### config.mk
export PLATFORM = sky130hd
export DESIGN_NAME = systick
export DESIGN_NICKNAME = d
export VERILOG_FILES = /design/src/rtl/systick_pkg.sv /design/src/rtl/systick_tick_sel.sv /design/src/rtl/systick_regs.sv /design/src/rtl/systick_core.sv /design/src/rtl/systick.sv
export SDC_FILE = /design/constraint.sdc
export NUM_CORES = 1
export LEC_CHECK = 0
export ABC_AREA = 1
export ABC_CLOCK_PERIOD_IN_PS = 2300
export BUFFER_PORTS_ARGS = -buffer_cell sky130_fd_sc_hd__clkbuf_2
export CAP_MARGIN = 10
export CELL_PAD_IN_SITES_DETAIL_PLACEMENT = 0
export CELL_PAD_IN_SITES_GLOBAL_PLACEMENT = 1
export CORE_MARGIN = 5
export CORE_UTILIZATION = 30
export DETAILED_ROUTE_END_ITERATION = 16
export PLACE_DENSITY = 0.69
export SLEW_MARGIN = 20
export SYNTH_ARGS = -nofsm -noshare
export SYNTH_HDL_FRONTEND = slang
export SYNTH_SLANG_ARGS = --single-unit
### constraint.sdc
create_clock -name clk -period 2.3 [get_ports clk]
set_input_delay 0.345 -clock clk [delete_from_list [all_inputs] [get_ports clk]]
set_output_delay 0.345 -clock clk [all_outputs]
set_load 0.02 [all_outputs]
### src/rtl/systick_pkg.sv
package systick_pkg;
  localparam int unsigned CTRL_EN_BIT   = 0;
  localparam int unsigned CTRL_IE_BIT   = 1;
  localparam int unsigned CTRL_SRC_BIT  = 2;
  localparam int unsigned CTRL_FLAG_BIT = 16;

  typedef logic [1:0] word_sel_t;
  localparam word_sel_t SEL_CTRL   = 2'd0;
  localparam word_sel_t SEL_RELOAD = 2'd1;
  localparam word_sel_t SEL_CUR    = 2'd2;

  typedef struct packed {
    logic src_core;
    logic irq_en;
    logic enable;
  } ctrl_t;
endpackage

### src/rtl/systick_tick_sel.sv
module systick_tick_sel (
  input  logic src_core_i,
  input  logic ext_tick_i,
  output logic tick_o
);
  assign tick_o = src_core_i ? 1'b1 : ext_tick_i;
endmodule

### src/rtl/systick_regs.sv
module systick_regs
  import systick_pkg::*;
#(
  parameter int unsigned DATA_W = 32,
  parameter int unsigned CNT_W  = 24
) (
  input  logic              clk,
  input  logic              rst,
  input  logic              bus_en_i,
  input  logic              bus_we_i,
  input  word_sel_t         bus_addr_i,
  input  logic [DATA_W-1:0] bus_wdata_i,
  input  logic [CNT_W-1:0]  count_i,
  input  logic              flag_i,
  output ctrl_t             ctrl_o,
  output logic [CNT_W-1:0]  reload_o,
  output logic              cur_wr_o,
  output logic              arm_o,
  output logic              ctrl_rd_o,
  output logic [DATA_W-1:0] rdata_o
);
  localparam int unsigned PAD_W = DATA_W - CNT_W;

  logic              wr, rd;
  logic [DATA_W-1:0] rd_mux;
  logic              unused_wdata;

  assign wr        = bus_en_i & bus_we_i;
  assign rd        = bus_en_i & ~bus_we_i;
  assign cur_wr_o  = wr & (bus_addr_i == SEL_CUR);
  assign ctrl_rd_o = rd & (bus_addr_i == SEL_CTRL);
  assign arm_o     = wr & (bus_addr_i == SEL_CTRL) & bus_wdata_i[CTRL_EN_BIT] & ~ctrl_o.enable;
  assign unused_wdata = ^bus_wdata_i[DATA_W-1:CNT_W];

  always_comb begin
    rd_mux = '0;
    unique case (bus_addr_i)
      SEL_CTRL: begin
        rd_mux[CTRL_EN_BIT]   = ctrl_o.enable;
        rd_mux[CTRL_IE_BIT]   = ctrl_o.irq_en;
        rd_mux[CTRL_SRC_BIT]  = ctrl_o.src_core;
        rd_mux[CTRL_FLAG_BIT] = flag_i;
      end
      SEL_RELOAD: rd_mux = {{PAD_W{1'b0}}, reload_o};
      SEL_CUR:    rd_mux = {{PAD_W{1'b0}}, count_i};
      default:    rd_mux = '0;
    endcase
  end

  always_ff @(posedge clk) begin
    if (rst) begin
      ctrl_o   <= '0;
      reload_o <= '0;
      rdata_o  <= '0;
    end else begin
      if (wr && bus_addr_i == SEL_CTRL) begin
        ctrl_o.enable   <= bus_wdata_i[CTRL_EN_BIT];
        ctrl_o.irq_en   <= bus_wdata_i[CTRL_IE_BIT];
        ctrl_o.src_core <= bus_wdata_i[CTRL_SRC_BIT];
      end
      if (wr && bus_addr_i == SEL_RELOAD) reload_o <= bus_wdata_i[CNT_W-1:0];
      if (rd) rdata_o <= rd_mux;
    end
  end

  AST_RELOAD_WRITE: assert property (@(posedge clk) disable iff (rst)
    (wr && bus_addr_i == SEL_RELOAD) |=> reload_o == $past(bus_wdata_i[CNT_W-1:0]));
  AST_RD_UPPER_ZERO: assert property (@(posedge clk) disable iff (rst)
    (rd && bus_addr_i != SEL_CTRL) |=> rdata_o[DATA_W-1:CNT_W] == '0);
endmodule

### src/rtl/systick_core.sv
module systick_core #(
  parameter int unsigned CNT_W = 24
) (
  input  logic             clk,
  input  logic             rst,
  input  logic             enable_i,
  input  logic             irq_en_i,
  input  logic             tick_i,
  input  logic             arm_i,
  input  logic             cur_wr_i,
  input  logic             ctrl_rd_i,
  input  logic [CNT_W-1:0] reload_i,
  output logic [CNT_W-1:0] count_o,
  output logic             flag_o,
  output logic             irq_o
);
  localparam logic [CNT_W-1:0] ONE = CNT_W'(1);

  logic step, load_pend, wrap_evt, at_zero;

  assign step     = enable_i & tick_i;
  assign at_zero  = (count_o == '0);
  assign wrap_evt = step & ~cur_wr_i & ~load_pend & (count_o == ONE);

  always_ff @(posedge clk) begin
    if (rst) begin
      count_o   <= '0;
      load_pend <= 1'b0;
      flag_o    <= 1'b0;
      irq_o     <= 1'b0;
    end else begin
      irq_o <= wrap_evt & irq_en_i;
      if (arm_i) load_pend <= 1'b1;
      if (cur_wr_i) begin
        count_o <= '0;
      end else if (step) begin
        if (load_pend || at_zero) begin
          count_o   <= reload_i;
          load_pend <= 1'b0;
        end else begin
          count_o <= count_o - ONE;
        end
      end
      if (wrap_evt) flag_o <= 1'b1;
      else if (ctrl_rd_i || cur_wr_i) flag_o <= 1'b0;
    end
  end

  AST_HOLD_DISABLED: assert property (@(posedge clk) disable iff (rst)
    (!enable_i && !cur_wr_i) |=> $stable(count_o));
  AST_DECREMENT: assert property (@(posedge clk) disable iff (rst)
    (step && !cur_wr_i && !load_pend && !at_zero) |=> count_o == $past(count_o) - ONE);
  AST_ZERO_RELOAD: assert property (@(posedge clk) disable iff (rst)
    (step && !cur_wr_i && at_zero) |=> count_o == $past(reload_i));
  AST_CUR_CLEAR: assert property (@(posedge clk) disable iff (rst)
    cur_wr_i |=> (count_o == '0 && !flag_o));
  AST_IRQ_PULSE: assert property (@(posedge clk) disable iff (rst)
    irq_o |=> !irq_o);
  AST_IRQ_AT_ZERO: assert property (@(posedge clk) disable iff (rst)
    irq_o |-> (count_o == '0 && flag_o));
endmodule

### src/rtl/systick.sv
module systick
  import systick_pkg::*;
#(
  parameter int unsigned DATA_W = 32,
  parameter int unsigned CNT_W  = 24
) (
  input  logic              clk,
  input  logic              rst,
  input  logic              ext_tick_i,
  input  logic              bus_en_i,
  input  logic              bus_we_i,
  input  logic [1:0]        bus_addr_i,
  input  logic [DATA_W-1:0] bus_wdata_i,
  output logic [DATA_W-1:0] bus_rdata_o,
  output logic              irq_o
);
  ctrl_t            ctrl;
  logic [CNT_W-1:0] reload, count;
  logic             cur_wr, arm, ctrl_rd, flag, tick;

  systick_tick_sel u_tick (
    .src_core_i (ctrl.src_core),
    .ext_tick_i (ext_tick_i),
    .tick_o     (tick)
  );

  systick_regs #(.DATA_W(DATA_W), .CNT_W(CNT_W)) u_regs (
    .clk         (clk),
    .rst         (rst),
    .bus_en_i    (bus_en_i),
    .bus_we_i    (bus_we_i),
    .bus_addr_i  (bus_addr_i),
    .bus_wdata_i (bus_wdata_i),
    .count_i     (count),
    .flag_i      (flag),
    .ctrl_o      (ctrl),
    .reload_o    (reload),
    .cur_wr_o    (cur_wr),
    .arm_o       (arm),
    .ctrl_rd_o   (ctrl_rd),
    .rdata_o     (bus_rdata_o)
  );

  systick_core #(.CNT_W(CNT_W)) u_core (
    .clk       (clk),
    .rst       (rst),
    .enable_i  (ctrl.enable),
    .irq_en_i  (ctrl.irq_en),
    .tick_i    (tick),
    .arm_i     (arm),
    .cur_wr_i  (cur_wr),
    .ctrl_rd_i (ctrl_rd),
    .reload_i  (reload),
    .count_o   (count),
    .flag_o    (flag),
    .irq_o     (irq_o)
  );
endmodule

# After elaboration in Yosys (flattened, before gate mapping)
# Cells that the tools add are included.
# totals
regBits	86
input_bits	39
out_inout_bits	33
elab_cells	49
# classes
n_addsub	1
eq_ne	3
mux	12
n_bitwise	16
n_reduce_logical	8
# ops
cell	count
$pmux 13 s2	1
$eq 24x1->1 const B	1
$logic_not 24->1	1
$mux 24	1
$sub 24x1->24 const B	1
$pmux 7 s2	1
$and 1x1->1	12
$pmux 3 s3	1
$mux 1	7
$not 1->1	4
$pmux 1 s3	1
$eq 2x1->1 const B	1
$eq 2x2->1 const B	1
$logic_and 1x1->1	2
$logic_not 2->1	1
$logic_or 1x1->1	2
$reduce_bool 2->1	1
$reduce_or 2->1	1

# Logic depth before layout (Yosys ltp)
# Gate-level depths: netlist of the first run.
# depth
word_depth	8
ltp_mapped	11
ltp_nobuf	11

# Cells and area by module
# From an unflattened synthesis of the first run, not the netlist that was laid out.
# unflattened
hier_cells	692
area_unflattened_um2	4429.2
# by_module_without_submodules
module	instances	cells_each	area_each_um2	seq_area_each_um2
systick_regs	1	333	2333.5	1021.0
systick_core	1	356	2084.5	540.5
systick_tick_sel	1	3	11.3	0.0

# Least setup slack after synthesis of the first run
# OpenSTA, ideal clock, no wires.
# synth_timing
path_kind	input port to flip-flop
start	input bus_addr_i[0]
end	register u_core.count_o[13]
setup_ps	109
t_arrival_ps	1416
required_ps	2191
setup_slack_ps	775
stages	10
path_buffers	1
cell_sequence	inv_1 ha_1 inv_1 nor2_1 inv_1 nand2_1 clkbuf_1 a21oi_1 nand2_1 inv_1
# synth_via
elab_chain_cells	3
# synth_lines
item	line	text
from (decl)	systick.sv:12	input logic [1:0] bus_addr_i,
$eq 2x2->1	systick_regs.sv:30	assign cur_wr_o = wr & (bus_addr_i == SEL_CUR);
$and 1x1->1	systick_regs.sv:30	
$reduce_or 2->1 (no source line)	--	
to (signal assigned)	systick_core.sv:38	count_o <= reload_i;
to (signal assigned)	systick_core.sv:41	count_o <= count_o - ONE;
to (decl)	systick_core.sv:13	output logic [CNT_W-1:0] count_o,
# No other way between the ends.
# A chain may end at the register's enable or synchronous reset.

# Worst setup path after layout of the first run
# layout_timing
start	register u_core.count_o[0]
end	register u_core.count_o[16]
# layout_via
elab_chain_cells	3
word_cells_on_any_way	4
cone_classes	1 x add/sub; 1 x mux; 2 x reduce/logical
# layout_lines
item	line	text
parallel branches: the longest is 2 deep, another holds $sub 24x1->24	--	
$mux 24 *	systick_core.sv:37	if (load_pend || at_zero) begin
# Mark *: on every way between the ends.

==> flow_summary_export.csv, run 1 <==
group,metric,value,unit
outcome,status,"finished, final reports clean",
global_routing,grt_pass1_vias,4042,
layout,syn_to_final_growth,17.5,%
timing,slew_viol_final,0,
clock_tree,cts_tree,"built",
detailed_routing,postRouteAntennaNets,0,
place,io_buffer_count,55,
floorplanning,pin_count,72,
floorplanning,rows,43,
timing,hold_violations,0,
timing,fin_tns_setup,0,ns
global_routing,grt_max_degree,49,
worst_setup_path,critPathLaunchType,"flip-flop",
timing,fmax,547,MHz
pwr,p_int,2.40,mW
clock_tree,cts.sinks,78,
detailed_routing,firstDrtPassIters,4,
logic_synthesis,ys.flop_type,"dfxtp_1",
logic_synthesis,synth-seq-area-share,0.378,
global_routing,antenna_found_initial,0,
clock_tree,cts_root_buffer,"clkbuf_16",
floorplanning,core_area,13700,sq um
worst_setup_path,crit_fanout,17,
layout,fin_util,0.354,
pwr,p_per_area,688,nW/um^2
detailed_routing,routed_wl,12.0,mm
logic_synthesis,async_flop_share,0,
clock_tree,cts_setup_buffers,0,
worst_setup_path,path_cells,"inv_1, ha_1, nand2_2, nor2_4, nand3_4, nand2_4, buf_4, nand2_2, nand3_1, nand2_1, inv_1",
worst_setup_path,slowest_stage,"dfxtp_1",
worst_setup_path,arrival,2.12,ns
logic_synthesis,synth_edf_count,0,
logic_synthesis,synthDominantCellAreaShare,0.378,
pwr,p_switching,0.947,mW
floorplanning,die_area,16200,sq um
timing,finalSetupViolCount,0,
worst_setup_path,endpoint_kind,"flip-flop",
pwr,peakVddDrop,309,uV
layout,nets,711,
pwr,leakage,2.14,nW
logic_synthesis,synthTopCellsByArea,"dfxtp_1, nand2_1, a21oi_1",
clock_tree,clk_latency,0.34,ns
worst_setup_path,cpPeakStageDelay,0.33,ns
clock_tree,cts.repair.resized,0,
global_routing,grt_pass1_wl,20.1,mm
detailed_routing,viasPerCell,4.73,
logic_synthesis,syn_inst,616,
floorplanning,die_x,127,um
hold_path,hold_class,"primary input to flip-flop",
logic_synthesis,yosysTopAreaCell,"dfxtp_1",
global_routing,gr-usage-all-layers,0.154,
pwr,pwr-share-comb,0.139,
logic_synthesis,avgSynthCellArea,6.71,sq um
pwr,power_frac_clock,0.445,
floorplanning,die-height,127,um
detailed_routing,first_iter_violations,218,
detailed_routing,num_vias,4022,
clock_tree,numCtsBuffers,9,
place,dpl.hpwl,8.93,mm
logic_synthesis,yosysWarnings,0,
logic_synthesis,synth.cell_area,4140,sq um
worst_setup_path,crit_required,2.59,ns
timing,rsz0062_at_grt,"no",
clock_tree,clk_pin_slew,0.07,ns
worst_setup_path,critPathKind,"flip-flop to flip-flop",
logic_synthesis,synth_common_cells,"nand2_1, inv_1, a21oi_1, dfxtp_1, o21ai_0",
clock_tree,postCtsHoldBufs,0,
pwr,seqPwrFrac,0.415,
clock_tree,cts_buffer_depth,2,
detailed_routing,routedWlPerCell,14.1,um
clock_tree,cts-htree-levels,3,
place,finalWeightedCongestion,0.831,
layout,diodes,0,
layout,drive_gt1_frac,0.155,
global_routing,gr-total-overflow,0,
logic_synthesis,ys_ff_latch,78,
timing,period_share,0.795,
detailed_routing,drcViolationCount,0,
logic_synthesis,yosysMostFrequentCell,"nand2_1",
timing,min_period,1.83,ns
job,maxCapViolCount,0,
pwr,switching_share,0.283,
floorplanning,start_util,0.301,
logic_synthesis,yosys.cell_types.count,33,
timing,finClkSkew,0.0110,ns
==> cell type report <==
| cell class | count | area [sq um] |
|---|---|---|
| Clock buffer | 10 | 239 |
| Clock inverter | 6 | 68.8 |
| Fill cell | 1512 | 8860 |
| Inverter | 84 | 318 |
| Multi-Input combinational cell | 425 | 2080 |
| Sequential cell | 78 | 1560 |
| Tap cell | 180 | 225 |
| Timing Repair Buffer | 67 | 365 |
==> critical path: cells and delay by family, from the launching register on <==
kind / cells / cell delay [ns]
buf+inv: 3 / 0.45
flops: 1 / 0.33
fa+ha+maj: 1 / 0.19
simple gates: 7 / 0.80
==> routing by layer <==
layer,part of all wire,wire length (um),global-route usage
met5,0,0,0
met4,0.015,185,0.0549
met3,0.035,416,0.0217
met2,0.46,5470,0.249
met1,0.49,5940,0.209
==> metrics by stage <==
stage / setup WS, ns / power (mW) / instance area, sq um / hold WS [ns] / instances
after global routing: 0.321 / 3.49 / 4860 / 0.281 / 850
after global placement: 0.504 / 1.88 / 4550 / 0.454 / 834
after CTS: 0.465 / 3.38 / 4860 / 0.272 / 850
after floorplan: 0.775 / 1.79 / 4160 / 0.438 / 623
after detailed placement: 0.482 / 1.88 / 4550 / 0.457 / 834
final: 0.472 / 3.34 / 4860 / 0.277 / 850
==> cells by family after synthesis <==
group,share of synthesized area
adders and majority gates,0.0212
other,0.000907
AOI/OAI and AO/OA,0.199
DFF,0.378
buffers and inverters,0.126
xor gates and xnor gates,0.0106
and+or+nand+nor,0.265
==> flip-flops by register name, summed over array words and instances (netlist names) <==
signal            count
u_core.flag_o         1
u_regs.ctrl_o         3
u_core.count_o       24
u_regs.rdata_o       24
u_core.load_pend      1
u_regs.reload_o      24
u_core.irq_o          1
==> placed cells by master, fill, tap and decap left out <==
| cell type | count |
|---|---|
| clkbuf_2 | 55 |
| clkinv_1 | 2 |
| clkbuf_16 | 9 |
| a31oi_1 | 3 |
| inv_4 | 1 |
| nand2_4 | 1 |
| clkinvlp_4 | 1 |
| nand2_1 | 155 |
| nand3b_1 | 3 |
| a21oi_1 | 79 |
| o21ai_1 | 1 |
| a221oi_1 | 1 |
| clkinv_2 | 1 |
| xor2_1 | 5 |
| a21oi_2 | 2 |
| dfxtp_1 | 78 |
| nor2_4 | 4 |
| nand4_1 | 4 |
| o21ai_0 | 43 |
| nand3_1 | 36 |
| bufinv_16 | 1 |
| clkinv_4 | 1 |
| nor2_1 | 34 |
| o221ai_1 | 4 |
| nor4_1 | 1 |
| clkbuf_8 | 1 |
| buf_4 | 12 |
| conb_1 | 8 |
| o22ai_1 | 19 |
| inv_1 | 81 |
| nand2_2 | 8 |
| o211ai_1 | 1 |
| nand3_4 | 1 |
| ha_1 | 7 |
| inv_6 | 2 |
| nor2_2 | 4 |
| nor3_1 | 1 |
==> power by group through the flow <==
stage                     clock [mW]  sequential [mW]  combinational [mW]
after floorplan                    0             1.42               0.368
after global placement             0             1.42               0.460
after detailed placement           0             1.42               0.464
after CTS                       1.52             1.39               0.466
after global routing            1.57             1.39               0.529
final                           1.49             1.39               0.465
==> path summary, 6_finish.rpt <==
| kind | from | end | slack (ns) | cells after the start |
|---|---|---|---|---|
| setup / recovery | u_core.count_o[0] | u_core.count_o[16] | 0.47 | 11 |
| hold / removal | bus_wdata_i[19] | u_regs.reload_o[19] | 0.28 | 3 |
| setup reg to reg | u_core.count_o[0] | u_core.count_o[16] | 0.47 | 11 |
| hold reg to reg | u_regs.ctrl_o[1] | u_core.irq_o | 0.46 | 2 |
No activity file was read; power rests on OpenSTA's default activity.
==> run 2: changes to the inputs <==
Settings changed: ABC_CLOCK_PERIOD_IN_PS 2300 to 1500, PLACE_DENSITY 0.69 to 0.72.
Clock period 2.3 ns to 1.5 ns, I/O delays scaled along.
==> flow_summary_export.csv, run 2 (same netlist as run 1, synthesis figures left out) <==
group,metric,value,unit
floorplanning,pin_count,72,
worst_setup_path,crit_required,1.73,ns
worst_setup_path,path_cells,"nor2_4, nand2_2, nor2_4, nand3_4, nand2_8, buf_6, buf_12, clkinv_8, nand3_2, a21oi_2",
worst_setup_path,crit_fanout,5,
worst_setup_path,crit_top_cell,"nor2_4",
worst_setup_path,endpoint_kind,"flip-flop",
job,maxCapViolCount,0,
global_routing,antenna_found_initial,0,
pwr,leakage,2.61,nW
floorplanning,die_area,16200,sq um
layout,fin_util,0.426,
timing,rsz0062_at_grt,"yes",
worst_setup_path,cp_top_family,"simple AND/OR/NAND/NOR gates",
clock_tree,clk_pin_slew,0.06,ns
floorplanning,start_util,0.301,
clock_tree,cts_buffer_depth,2,
timing,setup_slack,-0.0595,ns
layout,final_common_cell,"nand2_1",
detailed_routing,routed_wl,13.3,mm
clock_tree,numCtsBuffers,9,
detailed_routing,viasPerCell,4.82,
detailed_routing,firstDrtPassIters,5,
detailed_routing,drcViolationCount,0,
clock_tree,cts.sinks,78,
outcome,failed_checks,"setup timing",
worst_setup_path,cpPeakStageDelay,0.34,ns
worst_setup_path,arrival,1.79,ns
pwr,fin_total_pwr,5.34,mW
global_routing,grt_max_degree,32,
outcome,status,"complete, but fails checks",
layout,diodes,0,
global_routing,grt_pass1_wl,20.9,mm
worst_setup_path,cp_num_buf_inv,3,
layout,syn_to_final_growth,41.2,%
layout,nets,786,
worst_setup_path,setup.worst_path.start,"u_core.count_o[9]",
layout,final_cell_mix,"nand2_1, inv_1, buf_4",
timing,period_share,1.04,
layout,nFillCells,1400,
global_routing,grt_pass1_vias,4325,
pwr,p_per_area,914,nW/um^2
global_routing,gr-usage-all-layers,0.158,
hold_path,hold_start,"bus_wdata_i[0]",
layout,drive_gt1_frac,0.337,
floorplanning,core_area,13700,sq um
hold_path,hold_class,"primary input to flip-flop",
detailed_routing,num_vias,4451,
timing,min_period,1.56,ns
worst_setup_path,critPathLaunchType,"flip-flop",
worst_setup_path,critPathKind,"flip-flop to flip-flop",
timing,finClkSkew,0.00793,ns
place,pre_cts_slack,-0.0989,ns
pwr,peakVddDrop,430,uV
detailed_routing,first_iter_violations,195,
clock_tree,cts-htree-levels,3,
clock_tree,cts_tree,"built",
floorplanning,rows,43,
worst_setup_path,slowest_stage,"dfxtp_2",
timing,hold_violations,0,
place,dpl.hpwl,9.61,mm
detailed_routing,postRouteAntennaNets,0,
floorplanning,die-height,127,um
detailed_routing,routedWlPerCell,14.4,um
worst_setup_path,r2r_start,"u_core.count_o[9]",
timing,finalSetupViolCount,9,
timing,fmax,641,MHz
clock_tree,clk_latency,0.34,ns
floorplanning,die_x,127,um
clock_tree,cts_root_buffer,"clkbuf_16",
global_routing,gr-total-overflow,0,
place,io_buffer_count,55,
layout,reg.largest.list,"u_core.count_o x24, u_regs.rdata_o x24, u_regs.reload_o x24",
timing,slew_viol_final,0,
place,finalWeightedCongestion,0.888,
==> run 2: changes by cell type in the layout (fill, tap and decap cells not counted), sizes merged <==
cell and change:
buf +71, bufinv -1, clkbuf +1, clkinv +2
clkinvlp +2, inv -1
==> run 2: area by class of cell <==
cell class | instances | area (sq um) | share of cell area
multi-input combinational | 425 | 2350 | 0.403
timing repair buffer | 139 | 1030 | 0.176
sequential | 78 | 1590 | 0.272
timing repair inverter | 3 | 41.3 | 0.00707
tap | 180 | 225 | 0.0386
clock buffer | 10 | 229 | 0.0392
inverter | 84 | 338 | 0.0579
clock inverter | 5 | 36.3 | 0.00621
==> run 2: where the power goes <==
| group | switching (mW) | internal [mW] |
|---|---|---|
| Sequential | 0.0256 | 2.10 |
| Combinational | 0.683 | 0.521 |
| Clock | 0.891 | 1.11 |
==> run 2: what timing repair did <==
| action | 4_1_cts | 5_1_grt |
|---|---|---|
| setup buffers | 1 | 19 |
| pin swaps | 1 | 29 |
| resized for setup | 10 | 104 |
| gates cloned | 0 | 4 |
| setup endpoints to repair | 14 | 24 |
| hold buffers | 0 | 0 |
==> run 2: worst min-delay path, cell delays in order <==
cell	delay, ns
clkbuf_2	0.11
nand2_1	0.07
a21oi_1	0.05
==> run 2: worst paths after layout <==
path | slack (ns) | cells after the start | endpoint
min reg2reg | 0.46 | 2 | u_regs.rdata_o[5]
max | -0.06 | 10 | u_core.count_o[21]
max reg2reg | -0.06 | 10 | u_core.count_o[21]
min | 0.16 | 3 | u_regs.ctrl_o[0]
==> run 2: per-stage QoR <==
step / TNS [ns] / cell area [sq um] / hold WS (ns) / std cells
finish: -0.370 / 5840 / 0.165 / 924
global route: -0.986 / 5840 / 0.178 / 924
CTS: 0 / 5290 / 0.155 / 901
detailed placement: -0.403 / 4980 / 0.457 / 885
global placement: -0.152 / 4980 / 0.453 / 885
floorplan: 0 / 4160 / 0.372 / 623
==> run 2: metal layers <==
layer / global-route usage / wire length (um) / up-vias
met4: 0.0763 / 303 / 0
met5: 0 / 0 / -
li1: - / - / 2229
met2: 0.256 / 6290 / 108
met3: 0.0255 / 525 / 24
met1: 0.205 / 6180 / 2090
==> run 3: changes to the inputs <==
Settings changed: CORE_ASPECT_RATIO set to 1.1, CTS_BUF_LIST set to sky130_fd_sc_hd__clkbuf_16.
==> flow_summary_export.csv, run 3 (same netlist as run 1, synthesis figures left out) <==
group,metric,value,unit
worst_setup_path,endpoint_kind,"flip-flop",
clock_tree,cts_tree,"built",
global_routing,grt_pass1_wl,20.6,mm
layout,nets,771,
clock_tree,cts.sinks,78,
clock_tree,numCtsBuffers,9,
global_routing,gr-usage-all-layers,0.157,
timing,fmax,649,MHz
detailed_routing,firstDrtPassIters,4,
timing,finalSetupViolCount,18,
floorplanning,die_area,16200,sq um
clock_tree,cts_root_buffer,"clkbuf_16",
clock_tree,cts_buffer_depth,2,
layout,final_cell_mix,"nand2_1, inv_1, a21oi_1",
floorplanning,core_area,13700,sq um
floorplanning,rows,45,
detailed_routing,routedWlPerCell,14.1,um
detailed_routing,viasPerCell,4.71,
layout,diodes,0,
outcome,failed_checks,"setup timing",
floorplanning,die_x,122,um
layout,fin_util,0.409,
layout,postLayoutCellArea,5600,sq um
outcome,status,"complete, but fails checks",
timing,hold_slack,0.167,ns
place,dp_cells,888,
timing,setup_slack,-0.0420,ns
worst_setup_path,crit_fanout,9,
detailed_routing,routed_wl,12.9,mm
place,dpl.hpwl,9.47,mm
detailed_routing,drcViolationCount,0,
global_routing,grt_pass1_vias,4195,
global_routing,antenna_found_initial,0,
floorplanning,pin_count,72,
hold_path,hold_class,"primary input to flip-flop",
timing,hold_violations,0,
layout,nFillCells,1409,
global_routing,grt_max_degree,49,
pwr,peakVddDrop,549,uV
place,io_buffer_count,55,
timing,fin_tns_setup,-0.424,ns
place,finalWeightedCongestion,0.848,
timing,finClkSkew,0.00497,ns
worst_setup_path,arrival,1.76,ns
detailed_routing,num_vias,4327,
layout,reg.largest.list,"u_core.count_o x24, u_regs.rdata_o x24, u_regs.reload_o x24",
job,maxCapViolCount,0,
clock_tree,clk_latency,0.34,ns
timing,slew_viol_final,0,
worst_setup_path,critPathKind,"flip-flop to flip-flop",
layout,syn_to_final_growth,35.3,%
worst_setup_path,crit_required,1.72,ns
place,dpl_cell_area,4970,sq um
floorplanning,start_util,0.302,
timing,rsz0062_at_grt,"yes",
clock_tree,postCtsHoldBufs,0,
global_routing,gr-total-overflow,0,
pwr,p_per_area,977,nW/um^2
layout,final_common_cell,"nand2_1",
clock_tree,clk_pin_slew,0.06,ns
timing,period_share,1.03,
worst_setup_path,critPathLaunchType,"flip-flop",
pwr,leakage,2.51,nW
layout,final_cell_count_no_fill,918,
floorplanning,die-height,133,um
detailed_routing,first_iter_violations,201,
layout,drive_gt1_frac,0.284,
timing,min_period,1.54,ns
detailed_routing,postRouteAntennaNets,0,
clock_tree,cts-htree-levels,3,
[run 3: what timing repair did]
item	4_1_cts	5_1_grt
endpoints found under the setup margin	18	26
gates resized for setup	11	50
cloned	0	2
pin swaps	2	21
buffers inserted	1	11
[run 3: path summary, 6_finish.rpt]
check                                         from                 end  slack, ns  cells after the start
worst min-delay path                bus_wdata_i[8]  u_regs.reload_o[8]       0.17                      3
worst min register to register  u_regs.rdata_o[22]  u_regs.rdata_o[22]       0.47                      2
worst max register to register   u_core.count_o[2]  u_core.count_o[18]      -0.04                     11
worst max-delay path             u_core.count_o[2]  u_core.count_o[18]      -0.04                     11
[run 3: layout make-up]
cell class	instances	area, sq um	area share
Clock buffer	9	225	0.0403
Sequential cell	78	1570	0.280
Inverter	84	328	0.0586
Clock inverter	7	78.8	0.0141
Multi-Input combinational cell	425	2230	0.398
Timing Repair Buffer	126	923	0.165
Timing Repair inverter	1	11.3	0.00201
Tap cell	188	235	0.0420
[run 3: metal layers]
layer	global-route usage	share of wire	vias to the layer above
met5	0	0	-
met2	0.258	0.48	89
li1	-	-	2199
met4	0.0467	0.013	0
met3	0.0285	0.043	13
met1	0.211	0.46	2026
[run 3: worst max-delay path, stage by stage (launching register included)]
cell	delay, ns
dfxtp_2	0.34
buf_6	0.11
nor2_4	0.15
nand2_2	0.09
nor2_4	0.10
nand3_4	0.11
nand2_8	0.10
buf_12	0.11
buf_4	0.13
inv_8	0.05
nand2_1	0.07
a21oi_1	0.06
[run 3: through the flow]
step / setup WS, ns / total power, mW
6_report: -0.0420 / 5.47
4_1_cts: 0.00509 / 5.30
5_1_grt: -0.116 / 5.70
3_3_place_gp: -0.0208 / 3.00
2_1_floorplan: 0.0198 / 2.74
3_5_place_dp: -0.0619 / 3.01
[run 3: power breakdown]
group	leakage [nW]	switching [mW]	internal, mW	total, mW
clock	0.144	0.957	1.31	2.27
sequential	0.633	0.0221	2.11	2.13
combinational	1.73	0.614	0.459	1.07
